<file path="config.mk">
export PLATFORM = sky130hd
export DESIGN_NAME = bitstream_reader
export DESIGN_NICKNAME = d
export VERILOG_FILES = /design/src/rtl/brd_pkg.sv /design/src/rtl/brd_rst_sync.sv /design/src/rtl/brd_enable.sv /design/src/rtl/brd_addr_ctr.sv /design/src/rtl/brd_bit_rom.sv /design/src/rtl/bitstream_reader.sv
export SDC_FILE = /design/constraint.sdc
export NUM_CORES = 1
export LEC_CHECK = 0
export BUFFER_PORTS_ARGS = -buffer_cell sky130_fd_sc_hd__buf_2
export CAP_MARGIN = 20
export CORE_MARGIN = 5
export CORE_UTILIZATION = 24
export CTS_CLUSTER_SIZE = 20
export DETAILED_ROUTE_END_ITERATION = 12
export SLEW_MARGIN = 20
export SYNTH_ARGS = -nofsm -noshare
export SYNTH_HDL_FRONTEND = slang
export SYNTH_SLANG_ARGS = --single-unit
</file>
<file path="constraint.sdc">
create_clock -name clk_i -period 3 [get_ports clk_i]
set_clock_uncertainty 0.1 [all_clocks]
set_input_delay 0.3 -clock clk_i [delete_from_list [all_inputs] [get_ports clk_i]]
set_output_delay 0.3 -clock clk_i [all_outputs]
set_load 0.02 [all_outputs]
</file>
<file path="src/rtl/brd_pkg.sv">
package brd_pkg;

  typedef enum logic {
    POL_ACT_HIGH = 1'b0,
    POL_ACT_LOW  = 1'b1
  } rstoe_pol_e;

  // Stored pattern: parity of a scrambled index under a fixed mask
  function automatic logic pattern_bit(input int unsigned idx, input logic [15:0] seed);
    logic [15:0] v;
    v = 16'(idx * 32'd37) + seed;
    return ^(v & 16'h00E7);
  endfunction

endpackage

</file>
<file path="src/rtl/brd_rst_sync.sv">
module brd_rst_sync #(
  parameter int STAGES = 2
) (
  input  logic clk_i,
  input  logic rst_ni,
  output logic rst_sync_no
);
  logic [STAGES-1:0] sync_q;

  always_ff @(posedge clk_i or negedge rst_ni) begin
    if (!rst_ni) sync_q <= '0;
    else         sync_q <= {sync_q[STAGES-2:0], 1'b1};
  end

  assign rst_sync_no = sync_q[STAGES-1];
endmodule

</file>
<file path="src/rtl/brd_enable.sv">
module brd_enable (
  input  logic run_i,
  input  logic ce_ni,
  input  logic rstoe_i,
  input  logic rstoe_pol_i,
  input  logic prog_ni,
  input  logic done_i,
  output logic clr_o,
  output logic adv_o,
  output logic drive_o
);
  import brd_pkg::*;

  logic act;
  logic live;

  always_comb begin
    act     = (rstoe_pol_i == POL_ACT_LOW) ? ~rstoe_i : rstoe_i;
    live    = run_i & ~ce_ni & ~act & prog_ni & ~done_i;
    clr_o   = act;
    adv_o   = live;
    drive_o = live;
  end
endmodule

</file>
<file path="src/rtl/brd_addr_ctr.sv">
module brd_addr_ctr #(
  parameter int DEPTH = 512,
  localparam int ADDR_W = (DEPTH > 1) ? $clog2(DEPTH) : 1
) (
  input  logic              clk_i,
  input  logic              rst_ni,
  input  logic              clr_i,
  input  logic              adv_i,
  output logic [ADDR_W-1:0] addr_o,
  output logic              done_o
);
  localparam logic [ADDR_W-1:0] LAST = ADDR_W'(DEPTH - 1);

  logic [ADDR_W-1:0] addr_q, addr_d;
  logic              done_q, done_d;
  logic              upd;

  always_comb begin
    addr_d = addr_q;
    done_d = done_q;
    upd    = clr_i | adv_i;
    if (clr_i) begin
      addr_d = '0;
      done_d = 1'b0;
    end else if (adv_i) begin
      if (addr_q == LAST) done_d = 1'b1;
      else                addr_d = addr_q + 1'b1;
    end
  end

  always_ff @(posedge clk_i or negedge rst_ni) begin
    if (!rst_ni) begin
      addr_q <= '0;
      done_q <= 1'b0;
    end else if (upd) begin
      addr_q <= addr_d;
      done_q <= done_d;
    end
  end

  assign addr_o = addr_q;
  assign done_o = done_q;
endmodule

</file>
<file path="src/rtl/brd_bit_rom.sv">
module brd_bit_rom #(
  parameter int          DEPTH = 512,
  parameter logic [15:0] SEED  = 16'h5A3C,
  localparam int ADDR_W = (DEPTH > 1) ? $clog2(DEPTH) : 1
) (
  input  logic [ADDR_W-1:0] addr_i,
  output logic              bit_o
);
  logic [DEPTH-1:0] content;

  for (genvar i = 0; i < DEPTH; i++) begin : g_cell
    assign content[i] = brd_pkg::pattern_bit(i, SEED);
  end

  assign bit_o = content[addr_i];
endmodule

</file>
<file path="src/rtl/bitstream_reader.sv">
module bitstream_reader #(
  parameter int          DEPTH = 512,
  parameter logic [15:0] SEED  = 16'h5A3C,
  localparam int ADDR_W = (DEPTH > 1) ? $clog2(DEPTH) : 1
) (
  input  logic clk_i,
  input  logic rst_ni,
  input  logic ce_ni,
  input  logic rstoe_i,
  input  logic rstoe_pol_i,
  input  logic prog_ni,
  output logic data_o,
  output logic data_oe_o,
  output logic ceo_no,
  output logic ready_o
);
  logic              rst_sync_n;
  logic              clr, adv, drive;
  logic              done_q;
  logic [ADDR_W-1:0] addr_q;
  logic              rom_bit;

  brd_rst_sync #(.STAGES(2)) u_sync (
    .clk_i      (clk_i),
    .rst_ni     (rst_ni),
    .rst_sync_no(rst_sync_n)
  );

  brd_enable u_en (
    .run_i      (rst_sync_n),
    .ce_ni      (ce_ni),
    .rstoe_i    (rstoe_i),
    .rstoe_pol_i(rstoe_pol_i),
    .prog_ni    (prog_ni),
    .done_i     (done_q),
    .clr_o      (clr),
    .adv_o      (adv),
    .drive_o    (drive)
  );

  brd_addr_ctr #(.DEPTH(DEPTH)) u_ctr (
    .clk_i (clk_i),
    .rst_ni(rst_sync_n),
    .clr_i (clr),
    .adv_i (adv),
    .addr_o(addr_q),
    .done_o(done_q)
  );

  brd_bit_rom #(.DEPTH(DEPTH), .SEED(SEED)) u_rom (
    .addr_i(addr_q),
    .bit_o (rom_bit)
  );

  assign data_o    = drive & rom_bit;
  assign data_oe_o = drive;
  assign ceo_no    = ~done_q;
  assign ready_o   = rst_sync_n & prog_ni;
endmodule

</file>
* Word level (Yosys, flattened, before mapping) *
Memory sizes are Yosys's and may differ from the RTL's.
Cells that the tools add are included.

storage, ports and cells
  memory bits (read-only) = 512
  register bits = 12
  bits of input ports = 6
  memories = 1

operators by class
  equal/unequal tests = 2
  bitwise gates (word level) = 11
  $lt $le $gt $ge = 1
  reductions and logical operators = 4
  mux-type cells = 8
  add/sub/neg operators = 1

memories
  memory            depth  width  read ports  clocked after Yosys merged registers in  write ports  RTL line           source
  (name not given)  512    1      1           0                                        0            brd_bit_rom.sv:15  assign bit_o = content[addr_i];

operators with widths
  kind                                                                            count
  9-bit 2-to-1 mux                                                                3
  9-bit by 10-bit less-than comparator with 1-bit output (second input constant)  1
  9-bit by 1-bit adder with 9-bit output (second input constant)                  1
  9-bit == test (second input constant)                                           1
  1-bit bitwise AND                                                               6
  3-bit AND reduction                                                             2
  1-bit 2-to-1 mux                                                                5
  1-bit NOT                                                                       4
  2-bit nonzero test                                                              2
  2-bit by 1-bit inequality test with 1-bit output (second input constant)        1
  1-bit bitwise OR                                                                1

* Depth between registers and ports, before layout *
  depth in word-level cells = 8
  mapped depth = 9
  mapped depth without buffers = 8

* Cells and area by module *
Synthesis repeated with hierarchy kept, for this count alone.

unflattened totals
  cell total of the unflattened synthesis = 146
  area, all modules = 1310.0 sq um

modules (own cells, without submodules)
  module            cells an instance  times used  area an instance (sq um)  sequential area each (sq um)
  brd_bit_rom       91                 1           701.9                     0.0
  brd_addr_ctr      45                 1           505.5                     250.2
  brd_rst_sync      3                  1           53.8                      50.0
  brd_enable        4                  1           32.5                      0.0
  bitstream_reader  3                  1           16.3                      0.0

* Worst setup path after synthesis *
OpenSTA, ideal clock, no wires.

  path type = register -> output
  start = reg u_ctr.addr_q[0], in the netlist u_ctr.addr_o[0]
  end = out data_o
  setup slack = 215 ps
  buffers on the path = 2
  data arrival time = 2385 ps
  cell stages (with the launch flop) = 9
  path through = dfrtp_1 -> buf_4 -> inv_1 -> ha_1 -> clkbuf_1 -> xor2_1 -> mux4_2 -> a221o_1 -> a32o_1

on the way
  cells in the longest elaborated chain, start to end = 3

RTL lines
  item                                    RTL line                source
  from (decl)                             brd_addr_ctr.sv:14      logic [ADDR_W-1:0] addr_q, addr_d;
  from (signal assigned)                  brd_addr_ctr.sv:36      addr_q <= addr_d;
  memory read 512 x 1 bit                 --
  1-bit 2-to-1 mux (implied by the code)  brd_bit_rom.sv:15
  1-bit bitwise AND                       bitstream_reader.sv:55  assign data_o = drive & rom_bit;
  to (decl)                               bitstream_reader.sv:12  output logic data_o,

Every way passes these cells. The select of a mux whose other input is x is not followed.

* Final worst setup path *
Same ends and word-level chain as after synthesis.

==> impl_metrics.json <==
{
  "status": "finished, final reports clean",
  "critPathMaxStageDelay_ns": 0.46,
  "crit_path_end": "data_o",
  "rows": 25,
  "r2r_slack_ns": 0.42,
  "critPathLaunch": "u_ctr.addr_o[0]$_DFFE_PN0P_",
  "r2r_end": "u_ctr.addr_o[7]$_DFFE_PN0P_",
  "syn_avg_cell_area_um2": 8.17,
  "wl_met3_um": 132,
  "r2r_cells": 7,
  "die_area_um2": 6480,
  "viasPerCell": 4.80,
  "ys.flop_type": "dfrtp_1",
  "maxUsedRoutingLayer": "met3",
  "hold_viol": 0,
  "synth_cell_types": 45,
  "crit_required_ns": 2.60,
  "die_h_um": 80.5,
  "num_io_pins": 10,
  "drv_cap": 0,
  "rsz0062_at_grt": "false",
  "crit_type": "reg2out",
  "postRouteAntennaNets": 0,
  "setup_viol": 0,
  "cp-end-kind": "primary output",
  "cts_inserted_buffers": 3,
  "drcViolationCount": 0,
  "diodes": 0,
  "wl_met1_um": 1330,
  "hold_class": "reg2async",
  "layout-drive-gt1-share_pct": 20.9,
  "hpwl_um": 2020,
  "r2r-start": "u_ctr.addr_o[1]$_DFFE_PN0P_",
  "postCtsSetupBuffers": 0,
  "yosys_warnings": 0,
  "leakage_uw": 0.000577,
  "finalPower_uw": 379,
  "drt_iter0_drc": 121,
  "wire_per_inst_um": 11.9,
  "yosysSeqAreaShare_pct": 25.2,
  "wirelength_um": 2670,
  "die_x_um": 80.5,
  "layout_min_cycle_time_ns": 2.85,
  "vias": 1081,
  "peakVddDrop_uv": 264,
  "synth_seq_cells": 12,
  "portBuffers": 9,
  "clk_pin_slew_worst_paths_ns": 0.05,
  "core_area_um2": 4790,
  "layout_common_cells": "14 x nor2_1, 13 x nand2_1, 10 x buf_4, 10 x dfrtp_1",
  "crit_chain": "inv_2 -> ha_1 -> xor2_1 -> mux4_2 -> a221o_1 -> a32o_1 -> buf_2",
  "area_growth_pct": 16.9,
  "layout_commonest_cell": "nor2_1",
  "post-route-period-util_pct": 95.0,
  "cp-start-kind": "flop",
  "powerDensity_nw_per_um2": 272,
  "htree_levels": 1,
  "nNetsFinal": 175,
  "clkSinkCount": 12,
  "setup_tns_ns": 0,
  "cts_tree": "built",
  "dr.pass1.iters": 4,
  "syn_inst": 146,
  "report.final.slew_viol_count": 0,
  "synth_area_um2": 1190,
  "grt_pass1_vias": 1010,
  "timing.critical_path.slowest_stage_cell": "mux4_2",
  "clk_latency_ns": 0.23,
  "initial_core_util_pct": 24.9,
  "cp_max_fo": 7,
  "synthArstFlopShare_pct": 100,
  "routabilityCongestion": 0.863,
  "dr_wl_met2_um": 1200,
  "cts_root_buf": "clkbuf_8",
  "clock_path_buffers": 2,
  "antenna_found_initial": 0,
  "grt_max_degree": 22,
  "synth-edff-count": 0,
  "grt_pass1_wl_um": 4700,
  "syn-num-nets": 161,
  "synth.area.top_cells": "dfrtp_1 25%, ha_1 9.4%, nor2_1 4.4%",
  "arrival_ns": 2.45,
  "yosysTopAreaCellShare_pct": 25.2,
  "grt.total_usage_pct": 8.90,
  "worst_slew_pin_slew_ns": 0.570,
  "max_slew_margin_pct": 61.0,
  "max_freq_mhz": 351,
  "overflow": 0,
  "synth_top_area_cell": "dfrtp_1"
}
-- Yosys cell counts, drive strengths merged, types with 2 or more instances --
master,n
mux2i,3
nand3b,3
nand3,5
buf,5
and2,2
inv,9
xnor2,4
o31ai,2
nor4,2
nor2b,2
a21o,2
a21oi,6
o21ai,8
nor2,14
nand2,13
a31oi,3
mux2,2
a2111oi,3
nand2b,6
nor3,4
clkbuf,6
ha,9
dfrtp,12
xor2,4
-- worst min path at each step --
stage	startpoint	end	slack (ns)	cells past startpoint
after global routing	u_sync.sync_q[1]$_DFF_PN0_	u_ctr.addr_o[3]$_DFFE_PN0P_	0.1	1
after global placement	rst_ni	u_sync.sync_q[0]$_DFF_PN0_	-0.01	1
final	u_sync.sync_q[1]$_DFF_PN0_	u_ctr.addr_o[2]$_DFFE_PN0P_	0.06	1
after CTS	u_sync.sync_q[1]$_DFF_PN0_	u_ctr.addr_o[1]$_DFFE_PN0P_	0.08	1
after floorplan	rst_ni	u_sync.sync_q[0]$_DFF_PN0_	-0.1	0
after detailed placement	rst_ni	u_sync.sync_q[1]$_DFF_PN0_	-0.01	1
-- critical path: cells and delay by family, from the launching register on --
| kind | cells | cell delay [ns] |
|---|---|---|
| multiplexers | 1 | 0.46 |
| AO/OA/AOI/OAI | 2 | 0.58 |
| adder cells (fa/ha/maj) | 1 | 0.27 |
| buffers and inverters | 2 | 0.28 |
| XOR/XNOR | 1 | 0.19 |
| flip-flops | 1 | 0.44 |
-- state kept, by name, indices dropped and copies added, names as in the netlist --
register / flops
u_ctr.done_o: 1
u_sync.sync_q: 2
u_ctr.addr_o: 9
-- area by class of cell --
| cell class | instances | area, um2 |
|---|---|---|
| inverters | 9 | 33.8 |
| fillers | 513 | 3390 |
| multi-input cells | 114 | 802 |
| flip-flops and latches | 12 | 303 |
| well taps | 67 | 83.8 |
| repair buffers | 20 | 130 |
| clock buffers | 3 | 41.3 |
-- logic make-up after synthesis --
logic type,count (synthesis),share of synthesized area (%)
other cells,1,0.314
compound gates,36,21.1
xor+xnor,8,5.88
simple gates,54,24.2
flops,12,25.2
fa+ha+maj,9,9.44
buf+inv,20,7.55
mux,6,6.30
-- what timing repair did --
item,in CTS,in global routing
endpoints found under the setup margin,0,1
hold endpoints to repair,2,0
gates resized for setup,0,4
hold buffers,1,0
-- layer usage --
| layer | global-route usage (%) | vias to the layer above |
|---|---|---|
| met3 | 0.785 | 0 |
| met4 | 2.53 | 0 |
| li1 | - | 549 |
| met2 | 14.4 | 30 |
| met5 | 0 | - |
| met1 | 12.5 | 502 |
-- where the power goes --
group | internal [uW] | switching (uW) | total, uW
Clock | 88.1 | 54.6 | 143
Sequential | 165 | 2.77 | 168
Combinational | 29.4 | 38.9 | 68.3
-- stage by stage --
step / hold slack, ns / cells / instance area, um2 / worst slack [ns] / utilization [%]
5_1_grt: 0.0972 / 225 / 1390 / 0.0424 / 29.1
3_5_place_dp: -0.0130 / 221 / 1340 / 0.292 / 28.0
3_3_place_gp: -0.0126 / 221 / 1340 / 0.296 / 28.0
4_1_cts: 0.0753 / 225 / 1390 / 0.0352 / 29.1
2_1_floorplan: -0.0956 / 146 / 1190 / 0.215 / -
6_report: 0.0633 / 225 / 1390 / 0.151 / 29.1
Power figures use the tool's default switching activity.
